`config.mk`:
```
export PLATFORM = sky130hd
export DESIGN_NAME = ccm_line_maint
export DESIGN_NICKNAME = d
export VERILOG_FILES = /design/src/rtl/ccm_pkg.sv /design/src/rtl/ccm_regs.sv /design/src/rtl/ccm_lookup.sv /design/src/rtl/ccm_seq.sv /design/src/rtl/ccm_line_maint.sv
export SDC_FILE = /design/constraint.sdc
export NUM_CORES = 1
export LEC_CHECK = 0
export ABC_AREA = 1
export BUFFER_PORTS_ARGS = -buffer_cell sky130_fd_sc_hd__buf_2
export CORE_MARGIN = 5
export CORE_UTILIZATION = 28
export CTS_BUF_LIST = sky130_fd_sc_hd__clkbuf_4 sky130_fd_sc_hd__clkbuf_8 sky130_fd_sc_hd__clkbuf_16
export CTS_CLUSTER_DIAMETER = 50
export DETAILED_ROUTE_END_ITERATION = 16
export GPL_ROUTABILITY_DRIVEN = 1
export PLACE_DENSITY = 0.65
export SYNTH_ARGS = -nofsm -noshare
export SYNTH_HDL_FRONTEND = slang
export SYNTH_SLANG_ARGS = --single-unit
```
`constraint.sdc`:
```
create_clock -name clk -period 1.4 [get_ports clk]
set_input_delay 0.14 -clock clk [delete_from_list [all_inputs] [get_ports clk]]
set_output_delay 0.14 -clock clk [all_outputs]
set_load 0.01 [all_outputs]
```
`src/rtl/ccm_pkg.sv`:
```
package ccm_pkg;

   typedef enum logic [1:0] {
      LC_NONE  = 2'd0,
      LC_INVAL = 2'd1,
      LC_PUSH  = 2'd2,
      LC_CLEAR = 2'd3
   } lcmd_e;

   typedef enum logic [2:0] {
      S_IDLE,
      S_READ,
      S_CMP,
      S_WB,
      S_UPD
   } seq_e;

   typedef struct packed {
      logic wr;     // tag store update needed
      logic wb;     // write-back needed first
      logic nv;     // new valid bit
      logic nm;     // new modified bit
   } act_t;

   function automatic act_t decide(input lcmd_e op, input logic dirty);
      act_t a;
      a = '0;
      unique case (op)
         LC_INVAL: begin a.wr = 1'b1; a.wb = 1'b0;  a.nv = 1'b0; a.nm = 1'b0; end
         LC_PUSH:  begin a.wr = 1'b1; a.wb = dirty; a.nv = 1'b1; a.nm = 1'b0; end
         LC_CLEAR: begin a.wr = 1'b1; a.wb = dirty; a.nv = 1'b0; a.nm = 1'b0; end
         default:  a = '0;
      endcase
      return a;
   endfunction

endpackage

```
`src/rtl/ccm_regs.sv`:
```
module ccm_regs
   import ccm_pkg::*;
#(
   parameter int ADDR_W = 32,
   parameter int OFF_W  = 4
) (
   input  logic                    clk,
   input  logic                    rst_n,
   input  logic                    csr_wr,
   input  logic                    csr_sel,
   input  logic [ADDR_W-1:0]       csr_wdata,
   input  logic                    done,
   output lcmd_e                   cmd,
   output logic                    phys,
   output logic [ADDR_W-1:OFF_W]   line_addr,
   output logic                    go,
   output logic                    start,
   output logic [ADDR_W-1:0]       csr_rdata
);
   localparam int PHYS_POS = 8;

   if (ADDR_W <= PHYS_POS + 1) begin : g_bad_addr
      $error("ccm_regs: ADDR_W too small for register layout");
   end
   if (OFF_W < 2) begin : g_bad_off
      $error("ccm_regs: line offset must be at least 2 bits");
   end

   logic wr_lc, wr_sa;
   logic unused_bits;

   assign wr_lc = csr_wr && !csr_sel && !go;
   assign wr_sa = csr_wr &&  csr_sel && !go;
   assign start = wr_sa && csr_wdata[0];
   assign unused_bits = ^{csr_wdata[OFF_W-1:1], csr_wdata[PHYS_POS-1:2],
                          csr_wdata[ADDR_W-1:PHYS_POS+1]};

   always_ff @(posedge clk or negedge rst_n) begin
      if (!rst_n) begin
         cmd       <= LC_NONE;
         phys      <= 1'b0;
         line_addr <= '0;
         go        <= 1'b0;
      end else begin
         if (wr_lc) begin
            cmd  <= lcmd_e'(csr_wdata[1:0]);
            phys <= csr_wdata[PHYS_POS];
         end
         if (wr_sa) begin
            line_addr <= csr_wdata[ADDR_W-1:OFF_W];
         end
         if (start) begin
            go <= 1'b1;
         end else if (done) begin
            go <= 1'b0;
         end
      end
   end

   always_comb begin
      csr_rdata = '0;
      if (csr_sel) begin
         csr_rdata[ADDR_W-1:OFF_W] = line_addr;
         csr_rdata[0]              = go;
      end else begin
         csr_rdata[1:0]      = cmd;
         csr_rdata[PHYS_POS] = phys;
      end
   end


   go_clear_chk: assert property (@(posedge clk) disable iff (!rst_n)
      done |=> !go);


   busy_hold_chk: assert property (@(posedge clk) disable iff (!rst_n)
      go && !done |=> go && $stable(line_addr));


   cmd_hold_chk: assert property (@(posedge clk) disable iff (!rst_n)
      go |=> $stable(cmd) && $stable(phys));

endmodule

```
`src/rtl/ccm_lookup.sv`:
```
module ccm_lookup #(
   parameter int WAYS  = 2,
   parameter int TAG_W = 20,
   parameter int WAY_W = 1
) (
   input  logic                      clk,
   input  logic                      rst_n,
   input  logic                      chk_en,
   input  logic [WAYS*(TAG_W+2)-1:0] rd_data,
   input  logic [TAG_W-1:0]          tag,
   output logic                      hit,
   output logic [WAY_W-1:0]          hit_way,
   output logic                      hit_dirty
);
   localparam int ENT_W = TAG_W + 2;

   if (WAYS < 1 || (1 << WAY_W) < WAYS) begin : g_bad_ways
      $error("ccm_lookup: WAY_W cannot index WAYS");
   end

   logic [WAYS-1:0] match;
   logic [WAYS-1:0] dirty;
   logic [WAYS-1:0] grant;

   for (genvar w = 0; w < WAYS; w++) begin : g_way
      logic [ENT_W-1:0] ent;
      assign ent      = rd_data[w*ENT_W +: ENT_W];
      assign match[w] = ent[ENT_W-1] && (ent[TAG_W-1:0] == tag);
      assign dirty[w] = ent[ENT_W-2];
   end

   // lowest-numbered matching way wins
   always_comb begin
      grant     = '0;
      hit       = 1'b0;
      hit_way   = '0;
      hit_dirty = 1'b0;
      for (int w = 0; w < WAYS; w++) begin
         if (match[w] && !hit) begin
            hit       = 1'b1;
            grant[w]  = 1'b1;
            hit_way   = WAY_W'(w);
            hit_dirty = dirty[w];
         end
      end
   end


   grant_chk: assert property (@(posedge clk) disable iff (!rst_n)
      chk_en |-> $onehot0(grant) && ((grant & ~match) == '0) && (hit == (match != '0)));

endmodule

```
`src/rtl/ccm_seq.sv`:
```
module ccm_seq
   import ccm_pkg::*;
#(
   parameter int ADDR_W = 32,
   parameter int OFF_W  = 4,
   parameter int IDX_W  = 8,
   parameter int WAY_W  = 1
) (
   input  logic                  clk,
   input  logic                  rst_n,
   input  logic                  start,
   input  lcmd_e                 cmd,
   input  logic                  phys,
   input  logic [ADDR_W-1:OFF_W] line_addr,
   input  logic                  hit,
   input  logic [WAY_W-1:0]      hit_way,
   input  logic                  hit_dirty,
   input  logic                  wb_ack,
   output logic                  in_cmp,
   output logic                  tag_rd_en,
   output logic [IDX_W-1:0]      tag_rd_idx,
   output logic                  tag_wr_en,
   output logic [IDX_W-1:0]      tag_wr_idx,
   output logic [WAY_W-1:0]      tag_wr_way,
   output logic                  tag_wr_valid,
   output logic                  tag_wr_dirty,
   output logic                  wb_req,
   output logic [ADDR_W-1:0]     wb_addr,
   output logic [WAY_W-1:0]      wb_way,
   output logic                  done
);
   seq_e             state, nxt;
   act_t             r_act, cur_act;
   logic [WAY_W-1:0] r_way;
   logic             skip;

   assign cur_act = decide(cmd, hit_dirty);
   assign skip    = !phys || !hit || !cur_act.wr;

   always_comb begin
      nxt = state;
      unique case (state)
         S_IDLE: if (start) nxt = S_READ;
         S_READ: nxt = S_CMP;
         S_CMP:  nxt = skip ? S_IDLE : (cur_act.wb ? S_WB : S_UPD);
         S_WB:   if (wb_ack) nxt = S_UPD;
         S_UPD:  nxt = S_IDLE;
         default: nxt = S_IDLE;
      endcase
   end

   always_ff @(posedge clk or negedge rst_n) begin
      if (!rst_n) begin
         state <= S_IDLE;
         r_act <= '0;
         r_way <= '0;
      end else begin
         state <= nxt;
         if (state == S_CMP) begin
            r_act <= cur_act;
            r_way <= hit_way;
         end
      end
   end

   assign in_cmp       = (state == S_CMP);
   assign tag_rd_en    = (state == S_READ);
   assign tag_rd_idx   = line_addr[OFF_W +: IDX_W];
   assign tag_wr_en    = (state == S_UPD);
   assign tag_wr_idx   = line_addr[OFF_W +: IDX_W];
   assign tag_wr_way   = r_way;
   assign tag_wr_valid = r_act.nv;
   assign tag_wr_dirty = r_act.nm;
   assign wb_req       = (state == S_WB);
   assign wb_addr      = {line_addr, {OFF_W{1'b0}}};
   assign wb_way       = r_way;
   assign done         = (state == S_UPD) || (state == S_CMP && skip);


   wb_hold_chk: assert property (@(posedge clk) disable iff (!rst_n)
      wb_req && !wb_ack |=> wb_req && $stable(wb_addr) && $stable(wb_way));


   wb_first_chk: assert property (@(posedge clk) disable iff (!rst_n)
      !(tag_wr_en && wb_req));


   drop_bits_chk: assert property (@(posedge clk) disable iff (!rst_n)
      tag_wr_en && cmd != LC_PUSH |-> !tag_wr_valid && !tag_wr_dirty);


   push_keep_chk: assert property (@(posedge clk) disable iff (!rst_n)
      tag_wr_en && cmd == LC_PUSH |-> tag_wr_valid && !tag_wr_dirty);


   quiet_none_chk: assert property (@(posedge clk) disable iff (!rst_n)
      (cmd == LC_NONE || !phys) |-> !tag_wr_en && !wb_req);

endmodule

```
`src/rtl/ccm_line_maint.sv`:
```
module ccm_line_maint
   import ccm_pkg::*;
#(
   parameter int ADDR_W     = 32,
   parameter int LINE_BYTES = 16,
   parameter int SETS       = 256,
   parameter int WAYS       = 2,
   localparam int OFF_W     = $clog2(LINE_BYTES),
   localparam int IDX_W     = $clog2(SETS),
   localparam int TAG_W     = ADDR_W - IDX_W - OFF_W,
   localparam int WAY_W     = (WAYS > 1) ? $clog2(WAYS) : 1,
   localparam int ENT_W     = TAG_W + 2
) (
   input  logic                  clk,
   input  logic                  rst_n,
   input  logic                  csr_wr,
   input  logic                  csr_sel,
   input  logic [ADDR_W-1:0]     csr_wdata,
   output logic [ADDR_W-1:0]     csr_rdata,
   output logic                  tag_rd_en,
   output logic [IDX_W-1:0]      tag_rd_idx,
   input  logic [WAYS*ENT_W-1:0] tag_rd_data,
   output logic                  tag_wr_en,
   output logic [IDX_W-1:0]      tag_wr_idx,
   output logic [WAY_W-1:0]      tag_wr_way,
   output logic                  tag_wr_valid,
   output logic                  tag_wr_dirty,
   output logic                  wb_req,
   output logic [ADDR_W-1:0]     wb_addr,
   output logic [WAY_W-1:0]      wb_way,
   input  logic                  wb_ack
);
   if ((1 << OFF_W) != LINE_BYTES || (1 << IDX_W) != SETS) begin : g_bad_geom
      $error("ccm_line_maint: LINE_BYTES and SETS must be powers of two");
   end
   if (TAG_W < 1) begin : g_bad_tag
      $error("ccm_line_maint: no tag bits left");
   end

   lcmd_e                 cmd;
   logic                  phys, go, start, done, in_cmp;
   logic [ADDR_W-1:OFF_W] line_addr;
   logic                  hit, hit_dirty;
   logic [WAY_W-1:0]      hit_way;
   logic                  unused_go;

   assign unused_go = go;

   ccm_regs #(.ADDR_W(ADDR_W), .OFF_W(OFF_W)) u_regs (
      .clk(clk), .rst_n(rst_n), .csr_wr(csr_wr), .csr_sel(csr_sel),
      .csr_wdata(csr_wdata), .done(done), .cmd(cmd), .phys(phys),
      .line_addr(line_addr), .go(go), .start(start), .csr_rdata(csr_rdata)
   );

   ccm_lookup #(.WAYS(WAYS), .TAG_W(TAG_W), .WAY_W(WAY_W)) u_lookup (
      .clk(clk), .rst_n(rst_n), .chk_en(in_cmp), .rd_data(tag_rd_data),
      .tag(line_addr[ADDR_W-1:OFF_W+IDX_W]), .hit(hit), .hit_way(hit_way),
      .hit_dirty(hit_dirty)
   );

   ccm_seq #(.ADDR_W(ADDR_W), .OFF_W(OFF_W), .IDX_W(IDX_W), .WAY_W(WAY_W)) u_seq (
      .clk(clk), .rst_n(rst_n), .start(start), .cmd(cmd), .phys(phys),
      .line_addr(line_addr), .hit(hit), .hit_way(hit_way), .hit_dirty(hit_dirty),
      .wb_ack(wb_ack), .in_cmp(in_cmp), .tag_rd_en(tag_rd_en), .tag_rd_idx(tag_rd_idx),
      .tag_wr_en(tag_wr_en), .tag_wr_idx(tag_wr_idx), .tag_wr_way(tag_wr_way),
      .tag_wr_valid(tag_wr_valid), .tag_wr_dirty(tag_wr_dirty), .wb_req(wb_req),
      .wb_addr(wb_addr), .wb_way(wb_way), .done(done)
   );


   ack_gate_chk: assert property (@(posedge clk) disable iff (!rst_n)
      wb_req && !wb_ack |=> go);

endmodule

```
# --- Word-level counts from Yosys, hierarchy flattened ---
# Index checks and enable logic that the tools add are counted.
classes:
  n_reduce_logical: 21
  mux: 18
  eq_ne: 11
op_table:
  columns: ["op", "n"]
  rows:
  - ["20-bit equality test", 2]
  - ["23-bit 2-to-1 mux", 1]
  - ["3-bit 2-to-1 mux", 4]
  - ["3-bit one-hot mux with 4 select lines", 1]
  - ["4-bit one-hot mux with 3 select lines", 1]
  - ["1-bit 2-to-1 mux", 10]
  - ["1-bit logical AND", 9]
  - ["3-bit by 2-bit equality test with 1-bit output (second input constant)", 2]
  - ["1-bit logical NOT", 6]
  - ["2-bit equality test (second input constant)", 2]
  - ["4-bit 2-to-1 mux", 1]
  - ["3-bit by 1-bit equality test with 1-bit output (second input constant)", 1]
  - ["3-bit equality test (second input constant)", 1]
  - ["3-bit logical NOT", 1]
  - ["1-bit logical OR", 3]
  - ["2-bit by 1-bit equality test with 1-bit output (second input constant)", 1]
  - ["2-bit by 1-bit != test with 1-bit output (second input constant)", 1]
  - ["2-bit != test (second input constant)", 1]
  - ["2-bit AND reduction", 1]
  - ["2-bit nonzero test", 1]
totals:
  register_bits: 38
  out_inout_bits: 87
  input_bits: 81

# --- Logic depth before layout (Yosys ltp) ---
# Gate-level depths: netlist of run 1.
depth:
  ltp_word: 13
  depth_mapped: 14

# --- Modules after synthesis ---
# Synthesis of run 1 repeated with hierarchy kept, for this count alone.
unflattened:
  hier_cells: 489
  hier_area_um2: 3062.9
modules_own_cells:
  columns: ["mod", "area_per_inst_um2", "seq_area_each_um2", "cells_each", "n_inst"]
  rows:
  - ["ccm_regs", 1626.6, 800.8, 214, 1]
  - ["ccm_lookup", 755.7, 0.0, 183, 1]
  - ["ccm_seq", 680.7, 125.1, 92, 1]

# --- Least setup slack after synthesis of run 1 ---
# No wires, ideal clock.
synth_timing:
  kind: "register to register"
  start: "reg u_seq.state[2]"
  end: "reg u_seq.state[1]"
  t_arrival_ps: 1372
  synth_period_minus_slack_ps: 1489
  setup_slack_ps: -89
  setup_ps: 116
  stages_incl_launch_ff: 8
  required_ps: 1284
  cell_sequence: "dfrtp_1 nor3_1 inv_1 or2_2 nand2_1 nor2_1 nand2_1 nand2_1"
synth_via:
  elab_chain_cells: 3
  word_cells_on_any_way: 8
synth_rtl:
  columns: ["item", "line_no", "rtl"]
  rows:
  - ["start: declaration", "ccm_seq.sv:32", "seq_e state, nxt;"]
  - ["start signal: assignment", "ccm_seq.sv:58", "state <= nxt;"]
  - ["3-bit by 2-bit equality test with 1-bit output (*)", null, null]
  - ["via wb_req", "ccm_line_maint.sv:28", "output logic wb_req,"]
  - ["2-bit by 1-bit != test with 1-bit output (no line)", null, null]
  - ["2-bit AND reduction (no line)", null, null]
# Mark *: on every way through the listed nets, which the timed path passes. The rest lies on a longest branch.
# A chain may end at the register's enable or synchronous reset.

# --- Worst setup path in the final report of run 1 ---
layout_timing:
  start: "reg u_regs.line_addr[20] (netlist name)"
  end: "reg u_seq.r_way (netlist: u_seq.tag_wr_way)"
layout_via:
  elab_chain_cells: 6
  word_cells_on_any_way: 8
layout_rtl:
  columns: ["item", "line_no", "rtl"]
  rows:
  - ["start: declaration", "ccm_regs.sv:15", "output logic [ADDR_W-1:OFF_W] line_addr,"]
  - ["start signal: assignment", "ccm_regs.sv:50", "line_addr <= csr_wdata[ADDR_W-1:OFF_W];"]
  - ["20-bit equality test", "ccm_lookup.sv:28", "assign match[w] = ent[ENT_W-1] && (ent[TAG_W-1:0] == tag);"]
  - ["1-bit logical AND", "ccm_lookup.sv:28", null]
  - ["1-bit 2-to-1 mux", "ccm_lookup.sv:39", "if (match[w] && !hit) begin"]
  - ["1-bit logical NOT", "ccm_lookup.sv:39", null]
  - ["1-bit logical AND (*)", "ccm_lookup.sv:39", null]
  - ["1-bit 2-to-1 mux (*)", "ccm_lookup.sv:39", null]
  - ["end signal: assignment", "ccm_seq.sv:61", "r_way <= hit_way;"]
  - ["end: declaration", "ccm_seq.sv:34", "logic [WAY_W-1:0] r_way;"]
# Mark *: on every way between the ends. The rest lies on a longest branch, timed or not.

==> results of run 1 <==
synthesized netlist by cell type, drive strengths merged:
cell    instances  area share
nand2         193        0.27
inv            90        0.13
dfrtp          37        0.34
nor2           35       0.056
o21ai          31       0.058
buf            28       0.074
nand3           8       0.020
a21oi           5      0.0093
clkbuf          5      0.0070
nor3            3      0.0056
or2             3      0.0070
o31ai           2      0.0056
a21boi          1      0.0028
clkinv          1      0.0014
conb            1      0.0014
nand4           1      0.0023
nor3b           1      0.0028
o211ai          1      0.0028
xnor2           1      0.0033
area by class of cell:
type | count | share of cell area
flip-flops and latches | 37 | 0.234
inverters | 91 | 0.0860
well taps | 129 | 0.0406
diodes | 1 | 0.000630
clock buffers | 5 | 0.0173
clock inverters | 3 | 0.0164
repair buffers | 198 | 0.284
multi-input cells | 292 | 0.321
what timing repair did:
item,CTS,global route
endpoints found under the hold margin,15,0
buffers inserted,7,1
endpoints found under the setup margin,6,8
pin swaps,8,4
gates resized for setup,5,13
gates cloned,0,0
hold buffers,1,0
tightest hold or removal path, stage by stage:
cell	delay [ns]
sky130_fd_sc_hd__buf_2	0.07
sky130_fd_sc_hd__nand2_1	0.04
sky130_fd_sc_hd__nand2_1	0.04
metal layers:
| metal | part of all wire | vias up | GRT usage |
|---|---|---|---|
| met5 | 0 | - | 0 |
| met4 | 0.020 | 0 | 0.0451 |
| met3 | 0.075 | 10 | 0.0293 |
| met2 | 0.46 | 102 | 0.252 |
| met1 | 0.45 | 1322 | 0.196 |
| li1 | - | 1632 | - |
state kept, by name (all words and copies together) (netlist names):
name and cells:
u_seq.tag_wr_way 1, u_seq.state 3, u_regs.phys 1, u_regs.line_addr 28, u_seq.tag_wr_valid 1, u_regs.cmd 2
u_regs.go 1
worst max path at each step:
| stage | endpoint | slack, ns | cells past startpoint |
|---|---|---|---|
| 2_1_floorplan | u_seq.state[1]$_DFFE_PN0P_ | -0.01 | 13 |
| 3_5_place_dp | u_seq.state[1]$_DFFE_PN0P_ | -0.18 | 11 |
| 5_1_grt | u_seq.state[1]$_DFFE_PN0P_ | -0.34 | 14 |
| 6_report | u_seq.tag_wr_way$_DFFE_PN0P_ | -0.19 | 11 |
| 4_1_cts | u_seq.state[1]$_DFFE_PN0P_ | -0.15 | 13 |
| 3_3_place_gp | u_seq.state[1]$_DFFE_PN0P_ | -0.18 | 11 |
where the power goes:
group / internal [W] / switching, W / leakage (nW) / total (W)
clock network: 0.000708 / 0.000410 / 0.0681 / 0.00112
logic: 0.00174 / 0.00214 / 2.04 / 0.00388
registers: 0.00154 / 0.000492 / 0.457 / 0.00203
total: 0.00399 / 0.00304 / 2.57 / 0.00703
stage by stage:
step	setup WS, ns	total power [W]	hold slack, ns
after floorplan	-0.0120	0.00424	-0.156
after CTS	-0.155	0.00708	0.0309
after global routing	-0.344	0.00770	0.0349
final	-0.190	0.00703	0.0408
after global placement	-0.176	0.00578	0.108
after detailed placement	-0.185	0.00583	0.108
logic make-up after synthesis:
family | share of synthesized area
xor+xnor | 0.00325
buf+inv | 0.208
compound gates | 0.0781
other cells | 0.00139
flops | 0.344
simple gates | 0.365
==> results.yml, run 1 <==
grt:
  grt_start_max_net_pins: 39
  first_global_vias: 3024
  grtUsageTotal: 0.150
  globalRouteOverflowTotal: 0
  grt_antenna_before_repair: 1
  wire_length_of_the_first_global_routing_pass_um: 14000
sta:
  final_critical_path_setup_slack_ns: -0.190
  final-setup-viol-count: 6
  layout_worst_path_cycle_share: 1.14
  hold_violations: 0
  fin_skew_ns: 0.00801
  rsz_0062_raised_after_global_routing: "yes"
  fmax_mhz: 629
  timing.final.crit_period_ns: 1.59
  timing.setup.tns_ns: -0.887
  slew_violations: 0
clock_tree:
  number_of_buffers_created_by_cts: 5
  htreeDepth: 2
  insertion_delay_ns: 0.29
  worst_setup_hold_path_clk_slew_ns: 0.08
  total_number_of_clock_tree_sinks: 37
  ctsRootBufferMaster: "sky130_fd_sc_hd__clkbuf_8"
  tritoncts: "done"
  max-clock-path-buffers: 2
critical_path:
  crit_path_kind: "flop to flop"
  ff2ff_path_depth: 11
  timing.critical_path.mode_cell: "sky130_fd_sc_hd__nand2_1"
  crit_path_max_incr_delay_ns: 0.42
  regToRegEndpoint: "u_seq.tag_wr_way$_DFFE_PN0P_"
  reg2reg_slack_ns: -0.19
  critical-path-slowest-cell: "sky130_fd_sc_hd__dfrtp_1"
  r2r_start: "u_regs.line_addr[20]$_DFFE_PN0P_"
  cp.buffers_inverters: 3
  arrival_ns: 1.78
  crit_start: "u_regs.line_addr[20]$_DFFE_PN0P_"
  critical_path.startpoint_type: "flop"
  cp_data_required_time_ns: 1.59
  path_cells: "nand2_1 -> nand2_1 -> nor2_1 -> nand2_1 -> nor2_4 -> nand3_2 -> buf_4 -> buf_6 -> buf_4 -> nand3_2 -> nand2_1"
  critPathMaxFanout: 4
  end_kind: "flop"
  path_delay_family: "simple AND/OR/NAND/NOR gates"
die:
  die_y_um: 108
  core_area_um2: 9330
  floorplan.die.width_um: 108
  floorplan.initialDensity: 0.289
  rows: 35
  die_area_um2: 11700
  io_pins: 168
finish:
  multiInputGateArea_um2: 1280
  share_of_the_core_filled_with_cells_in_the_final_layout: 0.426
  register_area_um2: 928
  non_filler_instance_count_after_layout: 756
  nFillCells: 996
  most_frequent_cells_in_the_layout: "sky130_fd_sc_hd__nand2_1 (187), sky130_fd_sc_hd__buf_2 (157), sky130_fd_sc_hd__inv_1 (73)"
  leading_cell_type_in_the_layout_fill_and_taps_excluded: "sky130_fd_sc_hd__nand2_1"
  layout-area-overhead-vs-synth_pct: 47.5
  final_layout_size_suffix_gt1_frac: 0.396
  design.final.nets: 706
  final_cell_area_um2: 3970
placed_design:
  place_inst: 738
  portBuffers: 158
  gp_congestion: 0.840
  post-dp-hpwl_um: 7440
  detailed_place.area_um2: 3710
yosys:
  syn_inst: 447
  synth_area_per_cell_um2: 6.02
  ys_warn_count: 0
  synth-seq-area-share: 0.344
  yosys_register_bits: 37
  post_synth_instance_area_um2: 2690
  post_synthesis_cell_type_count: 27
drt:
  vias_per_cell: 4.06
  detail_route.drc_violations: 0
  antenna_violating_nets_post_route: 0
  totalWireLength_um: 8990
  drtPass1Iterations: 6
  route.detailed.wl_per_inst_um: 11.9
  dr_total_vias: 3066
  drt_iter0_markers: 89
power_and_ir_drop:
  irDropWorstVdd_mv: 0.784
  pwr_density_cell_nw_per_um2: 1770
  total_leakage_power_nw: 2.57
flow_run:
  drv.max_cap_violation_count: 0
hold_path:
  hold_class: "input port to flop"
  whs_endpoint: "u_regs.line_addr[7]$_DFFE_PN0P_"
  worstHoldPathCells: 3
  worst_min_path_start: "csr_wdata[7]"
run_status:
  run_status: "finished, violations left"
  violations_in_the_final_reports: "setup timing"
No activity file was read; power rests on OpenSTA's default activity.
==> run 2, diff against run 1 <==
--- a/config.mk
+++ b/config.mk
@@ -13,6 +13,7 @@
 export CTS_CLUSTER_DIAMETER = 50
 export DETAILED_ROUTE_END_ITERATION = 16
 export GPL_ROUTABILITY_DRIVEN = 1
+export GPL_TIMING_DRIVEN = 0
 export PLACE_DENSITY = 0.65
 export SYNTH_ARGS = -nofsm -noshare
 export SYNTH_HDL_FRONTEND = slang
==> results.yml, run 2 (synthesized netlist as in run 1, its figures left out) <==
run_status:
  run_status: "finished, violations left"
  violations_in_the_final_reports: "hold timing, setup timing"
critical_path:
  crit_path_kind: "flop to flop"
  critical_path.startpoint_type: "flop"
  end_kind: "flop"
  arrival_ns: 1.87
  path_delay_family: "simple AND/OR/NAND/NOR gates"
  critical-path-slowest-cell: "sky130_fd_sc_hd__dfrtp_2"
  timing.critical_path.mode_cell: "sky130_fd_sc_hd__nand2_1"
  cp_data_required_time_ns: 1.62
  path_cells: "buf_4 -> nand2_1 -> nand2_1 -> nor2_1 -> nand2_1 -> nor2_4 -> buf_4 -> nand4_1 -> nand2_2 -> nand3_2 -> a21boi_1"
  cp.buffers_inverters: 2
  crit_path_max_incr_delay_ns: 0.43
  crit_start: "u_regs.line_addr[29]$_DFFE_PN0P_"
  critPathMaxFanout: 3
  r2r_start: "u_regs.line_addr[29]$_DFFE_PN0P_"
grt:
  grtUsageTotal: 0.167
  wire_length_of_the_first_global_routing_pass_um: 15200
  grt_antenna_before_repair: 0
  globalRouteOverflowTotal: 0
  first_global_vias: 3101
  grt_start_max_net_pins: 38
sta:
  final-setup-viol-count: 7
  timing.final.crit_period_ns: 1.65
  fmax_mhz: 607
  final_critical_path_setup_slack_ns: -0.246
  slew_violations: 0
  layout_worst_path_cycle_share: 1.18
  slew_at_the_pin_closest_to_its_max_slew_limit_ns: 0.905
  fin_skew_ns: 0.00599
  timing.setup.tns_ns: -0.927
  fin_hold_ws_ns: -0.0269
  rsz_0062_raised_after_global_routing: "yes"
  maxSlewHeadroom: 0.397
  hold_violations: 37
finish:
  layout-area-overhead-vs-synth_pct: 50.9
  top_register: "u_regs.line_addr"
  most_frequent_cells_in_the_layout: "sky130_fd_sc_hd__nand2_1 (181), sky130_fd_sc_hd__buf_2 (158), sky130_fd_sc_hd__inv_1 (73)"
  antenna_cells: 0
  non_filler_instance_count_after_layout: 772
  final_layout_size_suffix_gt1_frac: 0.423
  largest_register_ff_count: 28
  leading_cell_type_in_the_layout_fill_and_taps_excluded: "sky130_fd_sc_hd__nand2_1"
  final_cell_area_um2: 4060
  layout_top_registers: "u_regs.line_addr x28, u_seq.state x3, u_regs.cmd x2"
  design.final.nets: 723
die:
  die_area_um2: 11700
  io_pins: 168
  floorplan.die.width_um: 108
  floorplan.initialDensity: 0.289
  core_area_um2: 9330
  rows: 35
  die_y_um: 108
drt:
  dr_total_vias: 3150
  drtPass1Iterations: 4
  detail_route.drc_violations: 0
  route.detailed.wl_per_inst_um: 12.9
  vias_per_cell: 4.08
  totalWireLength_um: 9950
  drt_iter0_markers: 120
  antenna_violating_nets_post_route: 0
power_and_ir_drop:
  pwr_density_cell_nw_per_um2: 1730
  irDropWorstVdd_mv: 0.688
  total_leakage_power_nw: 2.62
  power.switching_fraction: 0.455
  power_w: 0.00702
  cell_internal_pwr_w: 0.00383
  power_switching_w: 0.00320
  power.share.sequential: 0.295
  clockPowerShare: 0.109
  power.combinational.fraction: 0.596
clock_tree:
  count_of_hold_buffers_inserted_by_post_cts_repair: 0
  worst_setup_hold_path_clk_slew_ns: 0.08
  tritoncts: "done"
  max-clock-path-buffers: 2
  htreeDepth: 2
  number_of_buffers_created_by_cts: 5
  ctsRootBufferMaster: "sky130_fd_sc_hd__clkbuf_8"
  insertion_delay_ns: 0.29
  total_number_of_clock_tree_sinks: 37
hold_path:
  hold_class: "input port to asynchronous set/reset pin"
placed_design:
  portBuffers: 157
  place_inst: 739
  gp_congestion: 0.803
  post-dp-hpwl_um: 7850
  detailed_place.area_um2: 3670
flow_run:
  drv.max_cap_violation_count: 0
run 2: worst paths after layout:
path | depth (start not counted) | slack [ns] | to
setup / recovery | 11 | -0.25 | u_seq.state[0]$_DFFE_PN0P_
hold / removal | 1 | -0.03 | u_regs.line_addr[26]$_DFFE_PN0P_
setup reg to reg | 11 | -0.25 | u_seq.state[0]$_DFFE_PN0P_
hold reg to reg | 1 | 0.48 | u_seq.tag_wr_valid$_DFFE_PN0P_
max in group asynchronous | 1 | 0.81 | u_regs.line_addr[19]$_DFFE_PN0P_
min in group clk | 3 | 0.04 | u_regs.line_addr[10]$_DFFE_PN0P_
run 2: layout make-up:
cell class	count	area [µm²]
clock buffer	5	68.8
multi-input combinational	292	1310
fill	1044	5260
buffer	33	246
tap	129	161
sequential	37	932
inverter	91	342
timing repair buffer	182	988
clock inverter	3	17.5
run 2: power groups by stage:
stage | combinational (W) | clock [W] | sequential [W]
final | 0.00419 | 0.000768 | 0.00207
after global routing | 0.00469 | 0.000851 | 0.00216
after CTS | 0.00386 | 0.000801 | 0.00209
after detailed placement | 0.00360 | 0 | 0.00214
after global placement | 0.00357 | 0 | 0.00211
after floorplan | 0.00202 | 0 | 0.00222
run 2: metal layers:
layer / track usage / share of wire
met1: 0.215 / 0.44
met2: 0.288 / 0.48
met3: 0.0394 / 0.072
met4: 0.0325 / 0.012
met5: 0 / 0
run 2: through the flow:
stage	utilization	worst slack [ns]	hold slack [ns]
floorplan	-	-0.0120	-0.156
global placement	0.393	-0.482	0.323
detailed placement	0.393	-0.512	0.324
CTS	0.416	-0.202	0.00361
global route	0.436	-0.380	0.0394
finish	0.436	-0.246	-0.0269
run 2: worst reg2reg max path, cell delays in order, from the launching register on:
cell                       delay (ns)
sky130_fd_sc_hd__dfrtp_2         0.43
sky130_fd_sc_hd__buf_4           0.14
sky130_fd_sc_hd__nand2_1         0.05
sky130_fd_sc_hd__nand2_1         0.06
sky130_fd_sc_hd__nor2_1          0.08
sky130_fd_sc_hd__nand2_1         0.09
sky130_fd_sc_hd__nor2_4          0.14
sky130_fd_sc_hd__buf_4           0.12
sky130_fd_sc_hd__nand4_1         0.11
sky130_fd_sc_hd__nand2_2         0.12
sky130_fd_sc_hd__nand3_2         0.09
sky130_fd_sc_hd__a21boi_1        0.15
run 2: repair_timing:
| item | 4_1_cts | 5_1_grt |
|---|---|---|
| gates resized for setup | 17 | 27 |
| setup endpoints to repair | 32 | 36 |
| pin swaps | 5 | 13 |
| cloned | 0 | 0 |
| setup buffers | 11 | 14 |
